## config.mk

```make
export PLATFORM = sky130hd
export DESIGN_NAME = priv_spr_unit
export DESIGN_NICKNAME = d
export VERILOG_FILES = /design/src/rtl/spr_pkg.sv /design/src/rtl/spr_addr_decode.sv /design/src/rtl/spr_access_check.sv /design/src/rtl/spr_state.sv /design/src/rtl/priv_spr_unit.sv
export SDC_FILE = /design/constraint.sdc
export NUM_CORES = 1
export LEC_CHECK = 0
export ABC_AREA = 0
export CAP_MARGIN = 5
export CELL_PAD_IN_SITES_DETAIL_PLACEMENT = 1
export CELL_PAD_IN_SITES_GLOBAL_PLACEMENT = 1
export CORE_MARGIN = 2
export CORE_UTILIZATION = 48
export CTS_CLUSTER_DIAMETER = 120
export DETAILED_ROUTE_END_ITERATION = 8
export GPL_TIMING_DRIVEN = 0
export PLACE_DENSITY = 0.88
export SLEW_MARGIN = 20
export SYNTH_ARGS = -nofsm -noshare
export SYNTH_HDL_FRONTEND = slang
export SYNTH_HIERARCHICAL = 1
export SYNTH_SLANG_ARGS = --single-unit
```

## constraint.sdc

```tcl
create_clock -name clk -period 9.65 [get_ports clk]
set_input_delay 1.93 -clock clk [delete_from_list [all_inputs] [get_ports clk]]
set_output_delay 1.93 -clock clk [all_outputs]
set_load 0.03 [all_outputs]
```

## src/rtl/spr_pkg.sv

```systemverilog
package spr_pkg;

  typedef enum logic [1:0] {
    IC_OTHER   = 2'd0,
    IC_TRAP    = 2'd1,
    IC_SYSCALL = 2'd2,
    IC_RFE     = 2'd3
  } iclass_e;

  typedef enum logic [2:0] {
    EC_NONE    = 3'd0,
    EC_PRIV    = 3'd1,
    EC_ILLEGAL = 3'd2,
    EC_UNIMPL  = 3'd3,
    EC_TRAP    = 3'd4,
    EC_SYSCALL = 3'd5
  } ecause_e;

  // register slots and their group-0 indices
  localparam int NREG     = 6;
  localparam int SLOT_SR  = 0;
  localparam int SLOT_PPC = 1;
  localparam int SLOT_DSR = 2;
  localparam int SLOT_EPC = 3;
  localparam int SLOT_ESR = 4;
  localparam int SLOT_USR = 5;

  localparam int SLOT_INDEX [NREG] = '{32'h11, 32'h12, 32'h14, 32'h20, 32'h40, 32'h30};
  // 1 = reachable from user mode
  localparam logic [NREG-1:0] SLOT_USER_OK = 6'b100000;

endpackage

```

## src/rtl/spr_addr_decode.sv

```systemverilog
module spr_addr_decode
  import spr_pkg::*;
#(
  parameter int ADDR_W    = 16,
  parameter int GRP_SHIFT = 11
) (
  input  logic [ADDR_W-1:0] addr,
  output logic [NREG-1:0]   hit,
  output logic              impl,
  output logic              need_sup
);
  localparam int GRP_W = ADDR_W - GRP_SHIFT;

  logic [GRP_W-1:0]     group_num;
  logic [GRP_SHIFT-1:0] index_num;

  assign group_num = addr[ADDR_W-1:GRP_SHIFT];
  assign index_num = addr[GRP_SHIFT-1:0];

  for (genvar i = 0; i < NREG; i++) begin : g_slot
    assign hit[i] = (group_num == '0) && (int'(index_num) == SLOT_INDEX[i]);
  end

  assign impl     = |hit;
  assign need_sup = |(hit & ~SLOT_USER_OK);

endmodule

```

## src/rtl/spr_access_check.sv

```systemverilog
module spr_access_check
  import spr_pkg::*;
(
  input  logic    req_valid,
  input  logic    req_write,
  input  logic    impl,
  input  logic    need_sup,
  input  logic    cur_sup,
  input  logic    instr_valid,
  input  iclass_e instr_class,
  output logic    fault,
  output ecause_e cause,
  output logic    do_read,
  output logic    do_write,
  output logic    do_rfe,
  output logic    rd_resp
);
  always_comb begin
    fault    = 1'b0;
    cause    = EC_NONE;
    do_read  = 1'b0;
    do_write = 1'b0;
    do_rfe   = 1'b0;
    rd_resp  = 1'b0;
    if (instr_valid) begin
      unique case (instr_class)
        IC_TRAP:    begin fault = 1'b1; cause = EC_TRAP;    end
        IC_SYSCALL: begin fault = 1'b1; cause = EC_SYSCALL; end
        IC_RFE: begin
          if (cur_sup) do_rfe = 1'b1;
          else begin fault = 1'b1; cause = EC_ILLEGAL; end
        end
        default: ;
      endcase
    end else if (req_valid) begin
      rd_resp = !req_write;
      if (!impl) begin
        fault = 1'b1; cause = EC_UNIMPL;
      end else if (need_sup && !cur_sup) begin
        fault = 1'b1; cause = EC_PRIV;
      end else begin
        do_read  = !req_write;
        do_write = req_write;
      end
    end
  end
endmodule

```

## src/rtl/spr_state.sv

```systemverilog
module spr_state
  import spr_pkg::*;
#(
  parameter int                 DATA_W   = 32,
  parameter int                 SUP_BIT  = 0,
  parameter int                 FIX_BIT  = 15,
  parameter logic [DATA_W-1:0]  VEC_ADDR = 32'h200
) (
  input  logic              clk,
  input  logic              rst,
  input  logic [NREG-1:0]   hit,
  input  logic              fault,
  input  ecause_e           cause,
  input  logic              do_read,
  input  logic              do_write,
  input  logic              do_rfe,
  input  logic              rd_resp,
  input  logic              note_pc,
  input  logic [DATA_W-1:0] wdata,
  input  logic [DATA_W-1:0] cur_pc,
  output logic              rd_valid_q,
  output logic [DATA_W-1:0] rd_data_q,
  output logic              exc_valid_q,
  output ecause_e           exc_cause_q,
  output logic              redirect_valid_q,
  output logic [DATA_W-1:0] redirect_pc_q,
  output logic              sup_q
);
  localparam logic [DATA_W-1:0] SR_FIXED = DATA_W'(1) << FIX_BIT;
  localparam logic [DATA_W-1:0] SR_SUP   = DATA_W'(1) << SUP_BIT;
  localparam logic [DATA_W-1:0] SR_RESET = SR_FIXED | SR_SUP;

  logic [DATA_W-1:0] regs [NREG];
  logic [DATA_W-1:0] rd_mux;

  always_comb begin
    rd_mux = '0;
    for (int i = 0; i < NREG; i++)
      if (hit[i]) rd_mux = rd_mux | regs[i];
  end

  always_ff @(posedge clk) begin
    if (rst) begin
      for (int i = 0; i < NREG; i++) regs[i] <= '0;
      regs[SLOT_SR]    <= SR_RESET;
      rd_valid_q       <= 1'b0;
      rd_data_q        <= '0;
      exc_valid_q      <= 1'b0;
      exc_cause_q      <= EC_NONE;
      redirect_valid_q <= 1'b0;
      redirect_pc_q    <= '0;
    end else begin
      rd_valid_q       <= rd_resp;
      rd_data_q        <= do_read ? rd_mux : '0;
      exc_valid_q      <= fault;
      exc_cause_q      <= cause;
      redirect_valid_q <= fault | do_rfe;
      redirect_pc_q    <= fault ? VEC_ADDR : (do_rfe ? regs[SLOT_EPC] : '0);
      if (note_pc) regs[SLOT_PPC] <= cur_pc;
      if (do_write) begin
        for (int i = 0; i < NREG; i++)
          if (hit[i]) regs[i] <= (i == SLOT_SR) ? (wdata | SR_FIXED) : wdata;
      end
      if (fault) begin
        regs[SLOT_ESR] <= regs[SLOT_SR];
        regs[SLOT_EPC] <= cur_pc;
        regs[SLOT_SR]  <= regs[SLOT_SR] | SR_SUP;
      end
      if (do_rfe) regs[SLOT_SR] <= regs[SLOT_ESR] | SR_FIXED;
    end
  end

  assign sup_q = regs[SLOT_SR][SUP_BIT];

  // mode rises only through exception entry
  a_r10_sup_rise_needs_exc: assert property (@(posedge clk) disable iff (rst)
    $rose(sup_q) |-> exc_valid_q);

  // an exception always lands in supervisor mode
  a_r7_exc_enters_sup: assert property (@(posedge clk) disable iff (rst)
    exc_valid_q |-> sup_q);

  // a faulting cycle never carries read data
  a_r4_fault_read_zero: assert property (@(posedge clk) disable iff (rst)
    exc_valid_q |-> (rd_data_q == '0));

  // a return redirects to the exception PC held before it
  a_r9_rfe_to_epc: assert property (@(posedge clk) disable iff (rst)
    (!$past(rst) && $past(do_rfe)) |-> (redirect_valid_q && redirect_pc_q == $past(regs[SLOT_EPC])));

endmodule

```

## src/rtl/priv_spr_unit.sv

```systemverilog
module priv_spr_unit
  import spr_pkg::*;
#(
  parameter int                ADDR_W    = 16,
  parameter int                GRP_SHIFT = 11,
  parameter int                DATA_W    = 32,
  parameter logic [DATA_W-1:0] VEC_ADDR  = 32'h200
) (
  input  logic              clk,
  input  logic              rst,
  input  logic              req_valid,
  input  logic              req_write,
  input  logic [ADDR_W-1:0] req_addr,
  input  logic [DATA_W-1:0] req_wdata,
  input  logic              instr_valid,
  input  logic [1:0]        instr_class,
  input  logic [DATA_W-1:0] cur_pc,
  output logic              rd_valid,
  output logic [DATA_W-1:0] rd_data,
  output logic              exc_valid,
  output logic [2:0]        exc_cause,
  output logic              redirect_valid,
  output logic [DATA_W-1:0] redirect_pc,
  output logic              supervisor
);
  logic [NREG-1:0] hit;
  logic            impl, need_sup;
  logic            fault, do_read, do_write, do_rfe, rd_resp;
  ecause_e         cause, cause_q;

  spr_addr_decode #(.ADDR_W(ADDR_W), .GRP_SHIFT(GRP_SHIFT)) u_dec (
    .addr(req_addr), .hit(hit), .impl(impl), .need_sup(need_sup)
  );

  spr_access_check u_chk (
    .req_valid(req_valid), .req_write(req_write), .impl(impl), .need_sup(need_sup),
    .cur_sup(supervisor), .instr_valid(instr_valid), .instr_class(iclass_e'(instr_class)),
    .fault(fault), .cause(cause), .do_read(do_read), .do_write(do_write),
    .do_rfe(do_rfe), .rd_resp(rd_resp)
  );

  spr_state #(.DATA_W(DATA_W), .VEC_ADDR(VEC_ADDR)) u_st (
    .clk(clk), .rst(rst), .hit(hit), .fault(fault), .cause(cause),
    .do_read(do_read), .do_write(do_write), .do_rfe(do_rfe), .rd_resp(rd_resp),
    .note_pc(instr_valid), .wdata(req_wdata), .cur_pc(cur_pc),
    .rd_valid_q(rd_valid), .rd_data_q(rd_data), .exc_valid_q(exc_valid),
    .exc_cause_q(cause_q), .redirect_valid_q(redirect_valid),
    .redirect_pc_q(redirect_pc), .sup_q(supervisor)
  );

  assign exc_cause = cause_q;

  // return from exception in user mode is illegal
  a_r8_user_rfe_illegal: assert property (@(posedge clk) disable iff (rst)
    (!$past(rst) && $past(instr_valid && instr_class == 2'd3 && !supervisor))
      |-> (exc_valid && exc_cause == 3'd2));

  // user write to a protected register is refused with a privilege fault
  a_r5_user_write_refused: assert property (@(posedge clk) disable iff (rst)
    (!$past(rst) && $past(req_valid && req_write && !instr_valid && !supervisor && need_sup))
      |-> (exc_valid && exc_cause == 3'd1));

endmodule

```

==> out/qor.txt <==
DRT antenna net count = 0
CP most frequent cell = buf_2
WP depth = 13
Final min period = 5470 ps
Hold-fix buffers at CTS = 0
Worst Path Arrival = 5710 ps
Max Fclk = 183 MHz
Initial Util = 0.488
Die area = 25100 um^2
Yosys Warn Count = 6
Post-place instance area = 13600 um^2
Area leader, netlist = edfxtp_1
Clock buffer count from CTS = 28
Chip Width = 159 um
EDFF count, synth = 192
H-tree depth = 1
Starting DRT DRC Count = 1190
First-pass GRT wire length = 62.2 mm
GRT Util Overall = 0.342
Crit-path cells = clkdlybuf4s50_1, nor4_2, nand4_1, o32ai_1, or2_1, a21boi_2, and4_1, buf_2, nand3b_1, buf_2, buf_2, nand2_2, buf_12
DRT Wirelength = 42.5 mm
Outcome = finished, final reports clean
GP Congestion = 0.875
Num rows = 56
CP top delay family = simple AND/OR/NAND/NOR gates
Post-CTS setup buffers = 0
Area Overhead vs Synth = 27.0%
Layout cell share with drive strength beyond 1 = 0.125
Mapped Nets = 949
DP Wirelength = 27.2 mm
DR pass1 iterations = 5
Slew margin rel. = 0.302
Fin area = 14600 um^2
Worst reg2reg setup slack = 6420 ps
Final period util = 0.567
Final net count = 1143
Synth unique cells = 54
Peak VDD IR = 0.000119 V
Vias in the first global route = 9933
Maximum number of pins on one net before global-route repair = 27
Bufs and invs on worst path = 5
Root Driver = clkbuf_16
Reg-to-Reg End = u_st/regs[0][45]
Setup TNS = 0 ps
Cts repair resizes = 0
Clock slew at reported path FFs = 70 ps
Register area = 7170 um^2
Worst-skew pair later-pin latency = 560 ps
CP max-delay cell = clkdlybuf4s50_1
Synth Flop Type = edfxtp_1
CTS tree = yes
Syn_area_per_cell = 13.3 um^2
Ports = 158
Clock sink count = 262
Final setup fails = 0
Via count = 9095
HP Class = reg -> reg
Pwr dens = 179 nW/um^2
Max Cap Viol = 0
Cells after Synth = 859
Worst EP required = 9890 ps
Dominant cells by area after synthesis = edfxtp_1, dfxtp_1, a22oi_1
Critical path startpoint = req_addr[1]
Crit path largest cell delay = 550 ps
Seq/Total Area, Yosys = 0.625
Fin. Hold Viols = 0
Fillers = 2265
Synth Cell Area = 11500 um^2
Slew @ Worst Pin = 1050 ps
Die height = 159 um
Multi-input gate area = 3730 um^2
Synth top area share = 0.503
# port buffers = 157
N_diodes = 0
Critical Path End Type = flop
Crit path to = u_st/regs[0][45]
Core area = 23500 um^2
Crit Path Max Fanout = 19
Max-slew violations = 0
Grt total ovfl = 0
Async set-reset flop share out of synthesis = 0
Synthesized flop and latch total = 262
RSZ-0062 raised after global routing = false
Via density = 6.52
Initial antenna violation count = 1
Wire per inst = 30.5 um
Final routed DRC violation total = 0
Kind of critical path = in -> reg
RR Startpoint = u_st/regs[0][0]
Leakage = 5.25 nW
CTS Buffer Depth = 3
Pwr Total = 0.00260 W
FF-to-FF path depth = 9
CP startpoint kind = input port
Setup Skew = 10.7 ps
-- cells in the final DEF, fill, tap and decap left out, drive strengths merged, types with 9 or more instances in the layout --
cell type	synthesis	layout
a31oi	32	32
edfxtp	192	192
o32ai	32	32
clkinv	0	9
mux2i	31	31
nor2	10	10
clkdlybuf4s50	0	157
buf	31	38
dfxtp	70	70
a22oi	96	96
inv	66	68
a22o	64	64
clkbuf	44	82
and2	96	96
nand3b	32	32
-- cell usage after synthesis, drive strengths merged (7+ instances only) --
cell	count
buf	31
nor2b	7
nor2	10
clkbuf	44
dfxtp	70
and2	96
edfxtp	192
a31oi	32
mux2i	31
o32ai	32
a22o	64
a22oi	96
nand2	7
nand3b	32
inv	66
-- flip-flops by register name, summed over array words and instances, names as in the netlist --
register               cells
u_st/rd_valid_q            1
u_st/rd_data_q            32
u_st/redirect_pc_q        32
u_st/exc_valid_q           1
u_st/regs                192
u_st/redirect_valid_q      1
u_st/exc_cause_q           3
-- power breakdown --
part / switching (W) / internal [W] / total [W]
Sequential: 0.0000354 / 0.00127 / 0.00131
Clock: 0.000457 / 0.000649 / 0.00111
Combinational: 0.000110 / 0.0000764 / 0.000187
Total: 0.000603 / 0.00200 / 0.00260
-- layer usage --
layer	track usage	share of wire
met2	0.580	0.49
met5	0	0.00031
met1	0.407	0.34
met4	0.185	0.053
met3	0.0746	0.12
-- kinds of logic after synthesis --
group | count (synthesis) | synth area share
buffers and inverters | 141 | 0.0517
AOI/OAI and AO/OA | 239 | 0.184
muxes | 31 | 0.0271
and+or+nand+nor | 181 | 0.107
xor gates and xnor gates | 2 | 0.00153
DFF | 262 | 0.625
adders and majority gates | 3 | 0.00327
-- how the worst min path moves through the flow --
stage | to | cells past startpoint | from
after detailed placement | u_st/redirect_pc_q[18] | 1 | u_st/regs[0][114]
after floorplan | u_st/redirect_pc_q[11] | 1 | u_st/regs[0][107]
after global placement | u_st/redirect_pc_q[31] | 1 | u_st/regs[0][127]
final | u_st/redirect_pc_q[18] | 1 | u_st/regs[0][114]
after CTS | u_st/redirect_pc_q[18] | 1 | u_st/regs[0][114]
after global routing | u_st/redirect_pc_q[18] | 1 | u_st/regs[0][114]
-- per-stage QoR --
step	util	std cells	setup slack [ps]	hold WS, ps
after floorplan	-	859	3520	449
after detailed placement	0.580	1342	3790	481
after global routing	0.621	1394	4040	522
after global placement	0.572	1335	363	455
final	0.621	1394	4180	485
after CTS	0.620	1394	4250	489
-- area by class of cell --
type,count,area share
clock buffers,38,0.0564
flip-flops and latches,262,0.492
repair buffers,164,0.119
plain buffers,75,0.0237
multi-input cells,456,0.256
inverters,66,0.0170
clock inverters,14,0.00833
well taps,319,0.0274
Note: power is estimated with default switching activity, not from simulation.
